===== config.mk =====
export PLATFORM = sky130hd
export DESIGN_NAME = pwr_wake_seq
export DESIGN_NICKNAME = d
export VERILOG_FILES = /design/src/rtl/pws_pkg.sv /design/src/rtl/pws_sync.sv /design/src/rtl/pws_wake_detect.sv /design/src/rtl/pws_ctrl.sv /design/src/rtl/pws_irq.sv /design/src/rtl/pwr_wake_seq.sv
export SDC_FILE = /design/constraint.sdc
export NUM_CORES = 1
export LEC_CHECK = 0
export ABC_AREA = 1
export BUFFER_PORTS_ARGS = -buffer_cell sky130_fd_sc_hd__buf_2
export CAP_MARGIN = 20
export CORE_MARGIN = 2
export CORE_UTILIZATION = 51
export DETAILED_ROUTE_END_ITERATION = 8
export PLACE_DENSITY = 0.75
export SYNTH_ARGS = -nofsm -noshare
export SYNTH_HDL_FRONTEND = slang
export SYNTH_SLANG_ARGS = --single-unit

===== constraint.sdc =====
create_clock -name clk -period 2 [get_ports clk]
set_clock_uncertainty 0.15 [all_clocks]
set_input_delay 0 -clock clk [delete_from_list [all_inputs] [get_ports clk]]
set_output_delay 0 -clock clk [all_outputs]
set_load 0.03 [all_outputs]

===== src/rtl/pws_pkg.sv =====
package pws_pkg;

    typedef enum logic [2:0] {
        ST_RST    = 3'd0,
        ST_CLKW   = 3'd1,
        ST_RUN    = 3'd2,
        ST_PDN    = 3'd3,
        ST_OSCW   = 3'd4,
        ST_SETTLE = 3'd5
    } seq_state_t;

    typedef enum logic [1:0] {
        RK_POR_XTAL = 2'd0,
        RK_POR_EXT  = 2'd1,
        RK_WARM     = 2'd2
    } rst_kind_t;

    // bit 0 usb, bit 1 primary pin, bit 2 second pin
    typedef struct packed {
        logic wu2;
        logic wkp;
        logic usb;
    } wake_vec_t;

    localparam int WAKE_N = 3;

    function automatic int max3(input int a, input int b, input int c);
        int m;
        m = (a > b) ? a : b;
        return (m > c) ? m : c;
    endfunction

endpackage


===== src/rtl/pws_sync.sv =====
module pws_sync #(
    parameter int W      = 1,
    parameter int STAGES = 2
) (
    input  logic         clk,
    input  logic         rst,
    input  logic [W-1:0] d,
    output logic [W-1:0] q
);
    logic [W-1:0] stg [STAGES];

    genvar i;
    generate
        for (i = 0; i < STAGES; i++) begin : g_stage
            if (i == 0) begin : g_first
                always_ff @(posedge clk) begin
                    if (rst) stg[0] <= '0;
                    else     stg[0] <= d;
                end
            end else begin : g_next
                always_ff @(posedge clk) begin
                    if (rst) stg[i] <= '0;
                    else     stg[i] <= stg[i-1];
                end
            end
        end
    endgenerate

    assign q = stg[STAGES-1];
endmodule


===== src/rtl/pws_wake_detect.sv =====
module pws_wake_detect
    import pws_pkg::*;
(
    input  wake_vec_t s,
    input  wake_vec_t en,
    input  logic      pol,
    input  logic      wu2_gpio,
    output wake_vec_t hit
);
    always_comb begin
        hit.usb = s.usb & en.usb;
        hit.wkp = (pol ? s.wkp : ~s.wkp) & en.wkp;
        hit.wu2 = s.wu2 & en.wu2 & ~wu2_gpio;
    end
endmodule


===== src/rtl/pws_ctrl.sv =====
module pws_ctrl
    import pws_pkg::*;
#(
    parameter int RST_XTAL_CYC   = 40,
    parameter int RST_EXT_CYC    = 12,
    parameter int RST_WARM_CYC   = 10,
    parameter int PLL_SETTLE_CYC = 6
) (
    input  logic       clk,
    input  logic       rst,
    input  logic [1:0] rst_kind,
    input  logic       osc_ready,
    input  logic       pd_req,
    input  wake_vec_t  hit,
    output seq_state_t state,
    output wake_vec_t  pend_cause,
    output logic       irq_set
);
    localparam int CNT_MAX = max3(max3(RST_XTAL_CYC, RST_EXT_CYC, RST_WARM_CYC), PLL_SETTLE_CYC, 2);
    localparam int CNT_W   = $clog2(CNT_MAX + 1);
    localparam logic [CNT_W-1:0] PLL_LAST = CNT_W'(PLL_SETTLE_CYC - 1);

    logic [CNT_W-1:0] cnt;
    logic [CNT_W-1:0] hold_last;

    always_comb begin
        case (rst_kind_t'(rst_kind))
            RK_POR_XTAL: hold_last = CNT_W'(RST_XTAL_CYC - 1);
            RK_POR_EXT:  hold_last = CNT_W'(RST_EXT_CYC - 1);
            default:     hold_last = CNT_W'(RST_WARM_CYC - 1);
        endcase
    end

    assign irq_set = (state == ST_SETTLE) && (cnt == PLL_LAST);

    always_ff @(posedge clk) begin
        if (rst) begin
            state      <= ST_RST;
            cnt        <= '0;
            pend_cause <= '0;
        end else begin
            case (state)
                ST_RST: begin
                    if (cnt == hold_last) begin
                        cnt   <= '0;
                        state <= (rst_kind_t'(rst_kind) == RK_POR_EXT) ? ST_CLKW : ST_RUN;
                    end else begin
                        cnt <= cnt + 1'b1;
                    end
                end
                ST_CLKW: if (osc_ready) state <= ST_RUN;
                ST_RUN:  if (pd_req)    state <= ST_PDN;
                ST_PDN: begin
                    if (|hit) begin
                        pend_cause <= hit;
                        state      <= ST_OSCW;
                    end
                end
                ST_OSCW: begin
                    if (osc_ready) begin
                        cnt   <= '0;
                        state <= ST_SETTLE;
                    end
                end
                ST_SETTLE: begin
                    if (cnt == PLL_LAST) begin
                        cnt   <= '0;
                        state <= ST_RUN;
                    end else begin
                        cnt <= cnt + 1'b1;
                    end
                end
                default: state <= ST_RST;
            endcase
        end
    end
endmodule


===== src/rtl/pws_irq.sv =====
module pws_irq
    import pws_pkg::*;
(
    input  logic      clk,
    input  logic      rst,
    input  logic      set,
    input  logic      clr,
    input  wake_vec_t pend_cause,
    output logic      irq,
    output wake_vec_t cause
);
    always_ff @(posedge clk) begin
        if (rst) begin
            irq   <= 1'b0;
            cause <= '0;
        end else if (set) begin
            irq   <= 1'b1;
            cause <= pend_cause;
        end else if (clr) begin
            irq   <= 1'b0;
            cause <= '0;
        end
    end
endmodule


===== src/rtl/pwr_wake_seq.sv =====
module pwr_wake_seq
    import pws_pkg::*;
#(
    parameter int RST_XTAL_CYC   = 40,
    parameter int RST_EXT_CYC    = 12,
    parameter int RST_WARM_CYC   = 10,
    parameter int PLL_SETTLE_CYC = 6,
    parameter int SYNC_STAGES    = 2
) (
    input  logic       clk,
    input  logic       rst,
    input  logic [1:0] rst_kind,
    input  logic       osc_ready,
    input  logic       pd_wr,
    input  logic       pd_set,
    input  logic       usb_act,
    input  logic       wake_pin,
    input  logic       wu2_pin,
    input  logic       wu2_gpio,
    input  logic       wake_pol,
    input  logic       en_usb,
    input  logic       en_wk,
    input  logic       en_wu2,
    input  logic       irq_clr,
    output logic       osc_en,
    output logic       pll_en,
    output logic       cpu_rst,
    output logic       wake_irq,
    output logic [2:0] wake_cause
);
    logic [WAKE_N-1:0] raw_in;
    logic [WAKE_N-1:0] sync_out;
    wake_vec_t         synced;
    wake_vec_t         enables;
    wake_vec_t         hit;
    wake_vec_t         pend_cause;
    wake_vec_t         cause_q;
    seq_state_t        state;
    logic              irq_set;

    assign raw_in  = {wu2_pin, wake_pin, usb_act};
    assign synced  = wake_vec_t'(sync_out);
    assign enables = '{wu2: en_wu2, wkp: en_wk, usb: en_usb};

    pws_sync #(.W(WAKE_N), .STAGES(SYNC_STAGES)) u_sync (
        .clk (clk),
        .rst (rst),
        .d   (raw_in),
        .q   (sync_out)
    );

    pws_wake_detect u_detect (
        .s        (synced),
        .en       (enables),
        .pol      (wake_pol),
        .wu2_gpio (wu2_gpio),
        .hit      (hit)
    );

    pws_ctrl #(
        .RST_XTAL_CYC   (RST_XTAL_CYC),
        .RST_EXT_CYC    (RST_EXT_CYC),
        .RST_WARM_CYC   (RST_WARM_CYC),
        .PLL_SETTLE_CYC (PLL_SETTLE_CYC)
    ) u_ctrl (
        .clk        (clk),
        .rst        (rst),
        .rst_kind   (rst_kind),
        .osc_ready  (osc_ready),
        .pd_req     (pd_wr & pd_set),
        .hit        (hit),
        .state      (state),
        .pend_cause (pend_cause),
        .irq_set    (irq_set)
    );

    pws_irq u_irq (
        .clk        (clk),
        .rst        (rst),
        .set        (irq_set),
        .clr        (irq_clr),
        .pend_cause (pend_cause),
        .irq        (wake_irq),
        .cause      (cause_q)
    );

    assign wake_cause = cause_q;
    assign osc_en     = (state != ST_PDN);
    assign pll_en     = (state != ST_PDN) && (state != ST_OSCW);
    assign cpu_rst    = rst || (state == ST_RST) || (state == ST_CLKW);
endmodule


# Yosys cells after proc, flatten, opt, wreduce, memory -nomap -nowiden
# Memories as Yosys holds them, arrays and structs flattened.
# Cells that the tools add are included.
[classes] add_sub_neg=1 eq_ne=16 n_mux=23 bitwise=9 n_reduce_logical=12
[op_table] cell="3-bit 2-to-1 mux" n=10
[op_table] cell="6-bit 2-to-1 mux" n=3
[op_table] cell="3-bit one-hot mux with 6 select lines" n=1
[op_table] cell="6-bit one-hot mux with 3 select lines" n=1
[op_table] cell="6-bit one-hot mux with 2 select lines" n=1
[op_table] cell="6-bit by 1-bit adder with 6-bit output, second input constant" n=1
[op_table] cell="3-bit by 2-bit equality test with 1-bit output, second input constant" n=2
[op_table] cell="3-bit equality test, second input constant" n=2
[op_table] cell="6-bit by 3-bit equality test with 1-bit output, second input constant" n=1
[op_table] cell="6-bit equality test" n=1
[op_table] cell="1-bit 2-to-1 mux" n=6
[op_table] cell="2-bit by 1-bit != test with 1-bit output, second input constant" n=3
[op_table] cell="2-bit != test, second input constant" n=3
[op_table] cell="6-bit AND reduction" n=1
[op_table] cell="1-bit AND" n=5
[op_table] cell="2-bit AND reduction" n=2
[op_table] cell="3-bit by 1-bit equality test with 1-bit output, second input constant" n=1
[op_table] cell="3-bit logical NOT" n=1
[op_table] cell="3-bit by 2-bit != test with 1-bit output, second input constant" n=1
[op_table] cell="3-bit != test, second input constant" n=1
[op_table] cell="3-bit nonzero test" n=1
[op_table] cell="3-bit OR reduction" n=1
[op_table] cell="2-bit by 1-bit equality test with 1-bit output, second input constant" n=1
[op_table] cell="1-bit logical AND" n=2
[op_table] cell="6 further kinds" n=9
[totals] ff_bits=16 mem_bits_rw=6 in_bits=16 out_inout_bits=7 word_cells=71 n_memories=1
[mem_list] memory="u_sync.stg" words=2 word_bits=3 rd=2 rd_clocked_by_memory_dff=0 write_ports=2 line_no="pws_sync.sv:10" text="logic [W-1:0] stg [STAGES];"

# Longest topological paths before layout
# Gate-level depths: netlist of the first run.
# An unclocked memory read counts as a cell.
[depth] depth_word=7 mapped_depth=11

# By module
# From an unflattened synthesis of the first run, not the netlist that was laid out.
[unflattened] cells_unflattened=177 area_unflattened_um2=1188.6
[modules_own_cells] module="pws_ctrl" instances=1 cells_each=124 area_each_um2=813.3 seq_area_each_um2=240.2
[modules_own_cells] module="pws_sync" instances=1 cells_each=18 area_each_um2=165.2 seq_area_each_um2=120.1
[modules_own_cells] module="pws_irq" instances=1 cells_each=17 area_each_um2=136.4 seq_area_each_um2=80.1
[modules_own_cells] module="pwr_wake_seq" instances=1 cells_each=9 area_each_um2=40.0 seq_area_each_um2=0.0
[modules_own_cells] module="pws_wake_detect" instances=1 cells_each=9 area_each_um2=33.8 seq_area_each_um2=0.0

# Least setup slack after synthesis of the first run
# Ideal clock, no wire load.
[synth_timing] kind="reg-to-reg" from="register u_ctrl.cnt[1]" to="register u_ctrl.state[1]" arrival_ns=1.210 required_time_ns=1.737 path_slack_ns=0.527 stages_incl_launch_ff=10 path_buffers=0 cell_sequence="dfxtp_1 -> inv_1 -> ha_1 -> nand3_2 -> nor2_1 -> nor2_2 -> nor2_1 -> nand3_2 -> nor2_1 -> nor2_1"
[synth_via] elab_chain_cells=3 elab_cells_between_ends=5 cone_classes="eq/ne (4); reduce/logical (1)"
[synth_lines] element="start, declared" line_no="pws_ctrl.sv:23" text="logic [CNT_W-1:0] cnt;"
[synth_lines] element="start signal, assigned" line_no="pws_ctrl.sv:48" text="cnt <= cnt + 1'b1;"
[synth_lines] element="start signal, assigned" line_no="pws_ctrl.sv:70" text="cnt <= cnt + 1'b1;"
[synth_lines] element="6-bit by 3-bit equality test with 1-bit output or 6-bit equality test (tied branches)" line_no="pws_ctrl.sv:66, pws_ctrl.sv:44"
[synth_lines] element="2-bit != test (no source line) or 2-bit by 1-bit != test with 1-bit output (tied branches)"
[synth_lines] element="6-bit AND reduction (no source line) *"
[synth_lines] element="end signal, assigned" line_no="pws_ctrl.sv:46" text="state <= (rst_kind_t'(rst_kind) == RK_POR_EXT) ? ST_CLKW : ST_RUN;"
[synth_lines] element="end, declared" line_no="pws_ctrl.sv:15" text="output seq_state_t state,"
# Every way passes the cells marked *; elsewhere a longest branch is shown, timed or not.
# A chain may end at the register's enable or synchronous reset.

# Worst setup path after layout of the first run
[layout_timing] from="register u_ctrl.state[1]" to="output pll_en"
[layout_via] elab_chain_cells=2 elab_cells_between_ends=3 cone_classes="eq/ne (2); reduce/logical (1)"
[layout_lines] element="3-bit by 2-bit != test with 1-bit output or 3-bit != test (tied branches)" line_no="pwr_wake_seq.sv:89" text="assign pll_en = (state != ST_PDN) && (state != ST_OSCW);"
[layout_lines] element="1-bit logical AND *" line_no="pwr_wake_seq.sv:89"
[layout_lines] element="end, declared" line_no="pwr_wake_seq.sv:26" text="output logic pll_en,"
# Marks and branches as above.

==> flow_summary.toml, run 1 <==
[route]
vias_per_cell = 4.82
first_pass_iters = 4
drc = 0
detail-route-antenna-nets = 0
wl_per_cell_um = 9.74
wirelength_um = 2330
vias = 1151
first_iter_violations = 24

[synthesis]
synth_cell_types = 19
yosysSeqAreaShare = 0.375
dominantRegCellSynth = "dfxtp_1"
yosysWarningCount = 0
synth.area.top_cells = "dfxtp_1, nand2_1, nor2_1"
synthesis.area_um2 = 1170
syn_nets = 193
synth_edf_count = 0
async_flop_share = 0
synth_seq_cells = 22
syn-mean-instance-area_um2 = 6.71
yosysMostFrequentCell = "nand2_1"
syn_inst = 175
yosys-top-cells-count = "nand2_1, nor2_1, inv_1, dfxtp_1"
synth_top_cell_by_area = "dfxtp_1"
synth_top_area_frac = 0.375

[power_and_ir_drop]
p_per_area_nw_per_um2 = 1110
irDropWorstVdd_mv = 0.744
power.leakage_nw = 0.714
finalPower_w = 0.00165

[floorplan]
row_count = 17
io_pins = 23
start_util = 0.536
fp.dieW_um = 52.0
die_h_um = 52.0
die_area_um2 = 2700
core-area_um2 = 2190

[cts]
clock-sinks = 22
holdBufCountCts = 13
clk_path_buf_depth = 2
postCtsSetupBuffers = 0
clk_latency_ns = 0.30
cts_tree = "done"
clk_pin_slew_ns = 0.12
cts-root-buf = "clkbuf_4"
cts_buffers = 3
h-tree-depth = 1
cts_resized = 0

[run_status]
status = "completed"

[critical_path]
arrival_ns = 1.63
critPathKind = "register to output pin"
cp_common_cell = "inv_1"
path_buf_inv = 4
max_stage_delay_ns = 0.55
cp_slowest_cell = "dfxtp_1"
crit_chain = "inv_1 > nor3_4 > inv_1 > nand2_1 > inv_1 > buf_2"
critPathMaxFanout = 10
crit_required_ns = 1.85
critical-path-top-delay-family = "flip-flops"
rrSetupSlack_ns = 0.29
cp-end-kind = "output pin"
cp-start-kind = "register"

[sta]
relSlewSlack = 0.747
setup_viol = 0
post-route-period-util = 0.892
rsz0062_at_grt = "no"
fmax_mhz = 561
fin_setup_tns_ns = 0
tightest_slew_ns = 0.380
finalCriticalPeriod_ns = 1.78
maxSlewViolCount = 0
finalHoldViolCount = 0

[placement]
place.gp.congestion = 0.877
port_buffers = 22
place_hpwl_um = 1820

[worst_hold_path]
hp-class = "input port to register"

[final_layout]
nNetsFinal = 230
drive_gt1_frac = 0.199
diodes = 0
areaGrowthSynthToFinish_pct = 26.3
fill_cells = 186

[global_route]
grt_pass1_vias = 1033
grtUsageTotal = 0.195
grt_antenna_before_repair = 0
gr-total-overflow = 0
grt_pass1_wl_um = 4040
grt_max_degree = 16

[flow_run]
cap_violations = 0
routing by layer:
layer / global-route usage / vias to the layer above / part of all wire
met1: 0.231 / 518 / 0.46
met3: 0.0201 / 4 / 0.031
li1: - / 612 / -
met2: 0.361 / 17 / 0.50
met5: 0 / - / 0
met4: 0.0658 / 0 / 0.0077
where the power goes:
group / leakage, nW / switching, W / internal, W
Clock: 0.0279 / 0.000134 / 0.000202
Combinational: 0.506 / 0.000470 / 0.000249
Sequential: 0.180 / 0.0000987 / 0.000497
per-stage QoR:
step	setup WS, ns	cells	hold slack [ns]	cell area (µm²)	utilization
floorplan	0.527	175	-0.0809	1170	-
global placement	0.346	222	0.0489	1300	0.593
detailed placement	0.309	222	0.0585	1300	0.593
CTS	0.217	239	0.0414	1480	0.677
global route	0.0955	239	0.0792	1480	0.677
finish	0.217	239	0.0446	1480	0.677
worst register-to-register path, delay by kind of cell (launching register included):
family | cells | cell delay (ns)
and+or+nand+nor | 6 | 0.76
DFF | 1 | 0.55
buffers and inverters | 1 | 0.17
worst paths after layout:
check | start | end | cells past startpoint
max | u_ctrl.state[1] | pll_en | 6
min | rst_kind[0] | u_ctrl.state[1] | 6
max reg2reg | u_ctrl.state[1] | u_ctrl.state[2] | 7
min reg2reg | u_sync.stg[0][1] | u_sync.stg[1][1] | 2
placed cells by master, fill, tap and decap left out, drive strengths merged:
cell type    instances
nand2               48
nor2                33
inv                 28
buf                 22
dfxtp               22
dlygate4sd3         13
nand3               13
a21oi               10
o21ai                5
nand4                4
nor3                 4
xor2                 3
clkbuf               3
ha                   2
bufinv               1
layout make-up:
cell class | instances | area (µm²) | area share
Clock buffer | 3 | 22.5 | 0.0152
Clock inverter | 1 | 30.0 | 0.0203
Inverter | 28 | 105 | 0.0709
Multi-Input combinational cell | 122 | 609 | 0.411
Sequential cell | 22 | 440 | 0.297
Tap cell | 28 | 35.0 | 0.0236
Timing Repair Buffer | 35 | 240 | 0.162
registers in the layout (all words and copies together), names as in the netlist:
signal,count
u_irq.irq,1
u_ctrl.pend_cause,3
u_ctrl.cnt,6
u_sync.stg,6
u_ctrl.state,3
u_irq.cause,3
cells by family after synthesis:
group,share of synthesized area
and+or+nand+nor,0.412
buffers and inverters,0.106
DFF,0.375
AOI/OAI and AO/OA,0.0640
xor gates and xnor gates,0.0224
adders and majority gates,0.0213
Power figures use the tool's default switching activity.
==> run 2, diff against run 1 <==
--- a/config.mk
+++ b/config.mk
@@ -9,8 +9,10 @@
 export BUFFER_PORTS_ARGS = -buffer_cell sky130_fd_sc_hd__buf_2
 export CAP_MARGIN = 20
+export CELL_PAD_IN_SITES_DETAIL_PLACEMENT = 0
+export CELL_PAD_IN_SITES_GLOBAL_PLACEMENT = 1
 export CORE_MARGIN = 2
-export CORE_UTILIZATION = 51
+export CORE_UTILIZATION = 37
 export DETAILED_ROUTE_END_ITERATION = 8
-export PLACE_DENSITY = 0.75
+export PLACE_DENSITY = 0.77
 export SYNTH_ARGS = -nofsm -noshare
 export SYNTH_HDL_FRONTEND = slang
==> constraint.sdc (replaced) <==
create_clock -name clk -period 2 [get_ports clk]
set_clock_uncertainty 0.15 [all_clocks]
set_input_delay 0.2 -clock clk [delete_from_list [all_inputs] [get_ports clk]]
set_output_delay 0.2 -clock clk [all_outputs]
set_load 0.03 [all_outputs]
==> flow_summary.toml, run 2 (synthesis results as in run 1) <==
[run_status]
status = "completed"

[global_route]
gr-total-overflow = 0
grt_max_degree = 16
grt_antenna_before_repair = 0
grt_pass1_wl_um = 4030
grt_pass1_vias = 1035
grtUsageTotal = 0.147

[power_and_ir_drop]
irDropWorstVdd_mv = 0.561
p_per_area_nw_per_um2 = 1110
power.leakage_nw = 0.664

[floorplan]
io_pins = 23
die_h_um = 60.3
fp.dieW_um = 60.3
die_area_um2 = 3640
row_count = 20
start_util = 0.388
core-area_um2 = 3030

[final_layout]
nNetsFinal = 221
largestRegisters = "u_ctrl.cnt x6, u_sync.stg x6"
diodes = 0
areaGrowthSynthToFinish_pct = 18.9
final_common_cell = "nand2_1"
drive_gt1_frac = 0.218
design_area_um2 = 1400
final_cell_mix = "nand2_1, nor2_1, inv_1, buf_2, dfxtp_1"

[flow_run]
cap_violations = 0

[critical_path]
cp_slowest_cell = "dfxtp_2"
critPathKind = "register to output pin"
cp-end-kind = "output pin"
cp_common_cell = "inv_1"
crit_chain = "inv_1 > nor3_4 > inv_1 > nand2_1 > inv_1 > buf_2"
arrival_ns = 1.49
critical-path-top-delay-family = "flip-flops"
path_buf_inv = 4
max_stage_delay_ns = 0.45
cp-start-kind = "register"
crit_required_ns = 1.65
critPathMaxFanout = 10

[placement]
place.gp.congestion = 0.784
place_area_um2 = 1320
port_buffers = 22
place_hpwl_um = 1840

[cts]
cts_tree = "done"
h-tree-depth = 1
clk_pin_slew_ns = 0.12
cts_buffers = 3
cts-root-buf = "clkbuf_4"
clock-sinks = 22
clk_latency_ns = 0.30
clk_path_buf_depth = 2

[route]
vias = 1095
wirelength_um = 2270
wl_per_cell_um = 9.21
first_pass_iters = 4
first_iter_violations = 28
vias_per_cell = 4.45
drc = 0
detail-route-antenna-nets = 0

[sta]
rsz0062_at_grt = "no"
tightest_slew_ns = 0.377
finalHoldViolCount = 0
fmax_mhz = 544
post-route-period-util = 0.919
relSlewSlack = 0.748
finalCriticalPeriod_ns = 1.84
setup_viol = 0
maxSlewViolCount = 0
fin_setup_tns_ns = 0

[worst_hold_path]
hp-class = "input port to register"
-- run 2: through the flow --
stage	power (W)	hold slack [ns]	setup slack (ns)	util	std cells
global placement	0.00130	0.239	0.371	0.436	238
finish	0.00155	0.0193	0.161	0.461	246
global route	0.00171	0.0130	0.0330	0.461	246
detailed placement	0.00131	0.244	0.351	0.436	238
CTS	0.00156	0.0136	0.124	0.458	245
floorplan	0.00118	0.119	0.507	-	175
-- run 2: where the power goes --
group | leakage (nW) | internal, W | switching, W | total [W]
registers | 0.180 | 0.000500 | 0.0000967 | 0.000596
logic | 0.463 | 0.000243 | 0.000472 | 0.000715
clock network | 0.0210 | 0.000111 | 0.000128 | 0.000239
-- run 2: per-layer routing --
layer,global-route usage,part of all wire,up-vias
li1,-,-,592
met2,0.259,0.47,23
met4,0.0667,0.012,0
met3,0.0260,0.039,4
met5,0,0,-
met1,0.172,0.48,476
-- run 2: layout make-up --
cell class | instances | area (µm²)
Timing Repair Buffer | 26 | 148
Sequential cell | 22 | 442
Fill cell | 330 | 1630
Clock buffer | 4 | 36.3
Multi-Input combinational cell | 122 | 609
Tap cell | 44 | 55.1
Inverter | 28 | 105
-- run 2: timing repair --
action	in CTS	in global routing
resized for setup	1	0
endpoints found under the hold margin	3	0
setup endpoints to repair	1	1
hold buffers	3	0
pin swaps	0	1
setup buffers	0	1
-- run 2: worst register-to-register path, cell delays in order (launching register included) --
cell,delay (ns)
dfxtp_1,0.57
inv_2,0.10
a21oi_1,0.17
nand2_2,0.13
inv_2,0.10
nand4_1,0.09
xor2_1,0.16
nor2_1,0.05
-- run 2: path summary, 6_finish.rpt --
check,from,end,slack [ns],depth (start not counted)
min reg2reg,u_sync.stg[0][1],u_sync.stg[1][1],0.26,2
max reg2reg,u_ctrl.state[2],u_ctrl.cnt[4],0.38,7
min,wu2_gpio,u_ctrl.pend_cause[2],0.02,4
max,u_ctrl.state[1],pll_en,0.16,6
==> run 3, diff against run 2 <==
CORE_ASPECT_RATIO = 0.8   (was unset)
CORE_UTILIZATION = 30   (was 37)
PLACE_DENSITY = 0.64   (was 0.77)
SYNTH_HIERARCHICAL = 1   (was unset)
==> flow_summary.toml, run 3 <==
[run_status]
status = "completed"

[global_route]
grt_pass1_wl_um = 4170
grt_antenna_before_repair = 0
grt_max_degree = 12
grt_pass1_vias = 991
grtUsageTotal = 0.123
gr-total-overflow = 0

[route]
wl_per_cell_um = 9.44
vias_per_cell = 4.27
wirelength_um = 2470
first_iter_violations = 45
drc = 0
detail-route-antenna-nets = 0
first_pass_iters = 4
vias = 1115

[critical_path]
cp_slowest_cell = "dfxtp_1"
arrival_ns = 1.27
critPathKind = "register to output pin"
cp-end-kind = "output pin"
crit_chain = "inv_1 > nand2_1 > nand2_1 > buf_2"
critPathMaxFanout = 11
max_stage_delay_ns = 0.60
cp-start-kind = "register"
crit_required_ns = 1.65
rrSetupSlack_ns = 0.41
cp_common_cell = "nand2_1"

[synthesis]
dominantRegCellSynth = "dfxtp_1"
synth_cell_types = 26
muxShareOfSynthArea = 0
synthesis.area_um2 = 1190
synth_edf_count = 0
yosys-top-cells-count = "nand2_1, inv_1, nor2_1, dfxtp_1, a21oi_1"
synth_top_area_frac = 0.371
yosysWarningCount = 6
synth_top_cell_by_area = "dfxtp_1"
synth_top_family_by_area = "simple AND/OR/NAND/NOR gates"
syn-mean-instance-area_um2 = 6.72
syn_nets = 195
synth.area.top_cells = "dfxtp_1, nand2_1, inv_1"
syn_inst = 177
yosysMostFrequentCell = "nand2_1"
yosysSeqAreaShare = 0.371
async_flop_share = 0
synth_compound_area_frac = 0.0905
synth-xor-area-share = 0.0221
synth-simple-area-share = 0.395
synth_seq_cells = 22
synthAdderAreaFrac = 0.0211

[sta]
post-route-period-util = 0.809
holdWs_ns = 0.0394
fmax_mhz = 618
rsz0062_at_grt = "no"
finalHoldViolCount = 0
tightest_slew_ns = 0.451
fin_setup_tns_ns = 0
setup_viol = 0
maxSlewViolCount = 0
finalCriticalPeriod_ns = 1.62
relSlewSlack = 0.699

[floorplan]
core-area_um2 = 3800
io_pins = 23
die_h_um = 60.3
fp.dieW_um = 74.4
start_util = 0.313
die_area_um2 = 4480
row_count = 20

[power_and_ir_drop]
power.leakage_nw = 0.690
p_per_area_nw_per_um2 = 913
irDropWorstVdd_mv = 0.328

[cts]
h-tree-depth = 1
cts_buffers = 3
clk_latency_ns = 0.26
cts-root-buf = "clkbuf_8"
cts_tree = "done"
clk_pin_slew_ns = 0.07
clk_path_buf_depth = 2
postCtsSetupBuffers = 0
clock-sinks = 22

[final_layout]
final_cell_mix = "nand2_1, inv_1, nor2_1, buf_2, dfxtp_1"
nNetsFinal = 226
final_common_cell = "nand2_1"
diodes = 0
drive_gt1_frac = 0.218
areaGrowthSynthToFinish_pct = 21.7
largestRegisters = "u_ctrl/cnt x6, u_sync/stg x6"

[placement]
place_hpwl_um = 2030
port_buffers = 22
place.gp.congestion = 0.825

[flow_run]
cap_violations = 0

[worst_hold_path]
hp-class = "input port to register"
-- run 3: worst max-delay path: cells and delay by family, from the launching register on --
family | cells | cell delay (ns)
buf+inv | 2 | 0.28
flops | 1 | 0.60
simple gates | 2 | 0.12
-- run 3: area by class of cell --
class,instances,area (µm²)
fill,423,2360
tap,55,68.8
inverter,30,113
sequential,22,440
timing repair buffer,27,155
clock buffer,3,41.3
multi-input combinational,124,628
-- run 3: worst paths after layout --
path	end	startpoint	cells after the start
setup / recovery	pll_en	u_ctrl/state[2]	4
hold / removal	u_ctrl/state[1]	rst	2
setup reg to reg	u_ctrl/state[2]	u_ctrl/state[1]	9
hold reg to reg	u_sync/stg[1][2]	u_sync/stg[0][2]	2
-- run 3: timing repair --
action	4_1_cts	5_1_grt
endpoints found under the hold margin	3	0
resized for setup	0	0
hold buffers	3	0
-- run 3: cells by family after synthesis --
kind of cell    after synthesis
compound gates               20
buf+inv                      31
flops                        22
simple gates                 99
xor+xnor                      3
fa+ha+maj                     2
-- run 3: power breakdown --
group          total, W  switching [W]  internal (W)
clock network  0.000268       0.000133      0.000134
registers      0.000552      0.0000723      0.000480
logic          0.000501       0.000318      0.000183
-- run 3: through the flow --
stage | std cells | power, W | setup WS (ns) | area (µm²) | util
finish | 261 | 0.00132 | 0.382 | 1450 | 0.380
global placement | 255 | 0.00106 | 0.428 | 1380 | 0.362
global route | 261 | 0.00142 | 0.261 | 1450 | 0.380
detailed placement | 255 | 0.00106 | 0.422 | 1380 | 0.362
CTS | 261 | 0.00134 | 0.379 | 1450 | 0.380
floorplan | 177 | 0.000952 | 0.526 | 1190 | -
-- run 3: layer usage --
metal,routed length (µm),vias to the layer above,GRT usage
li1,-,604,-
met1,1250,484,0.161
met5,0,-,0
met2,1060,23,0.195
met4,32,0,0.0536
met3,128,4,0.0287
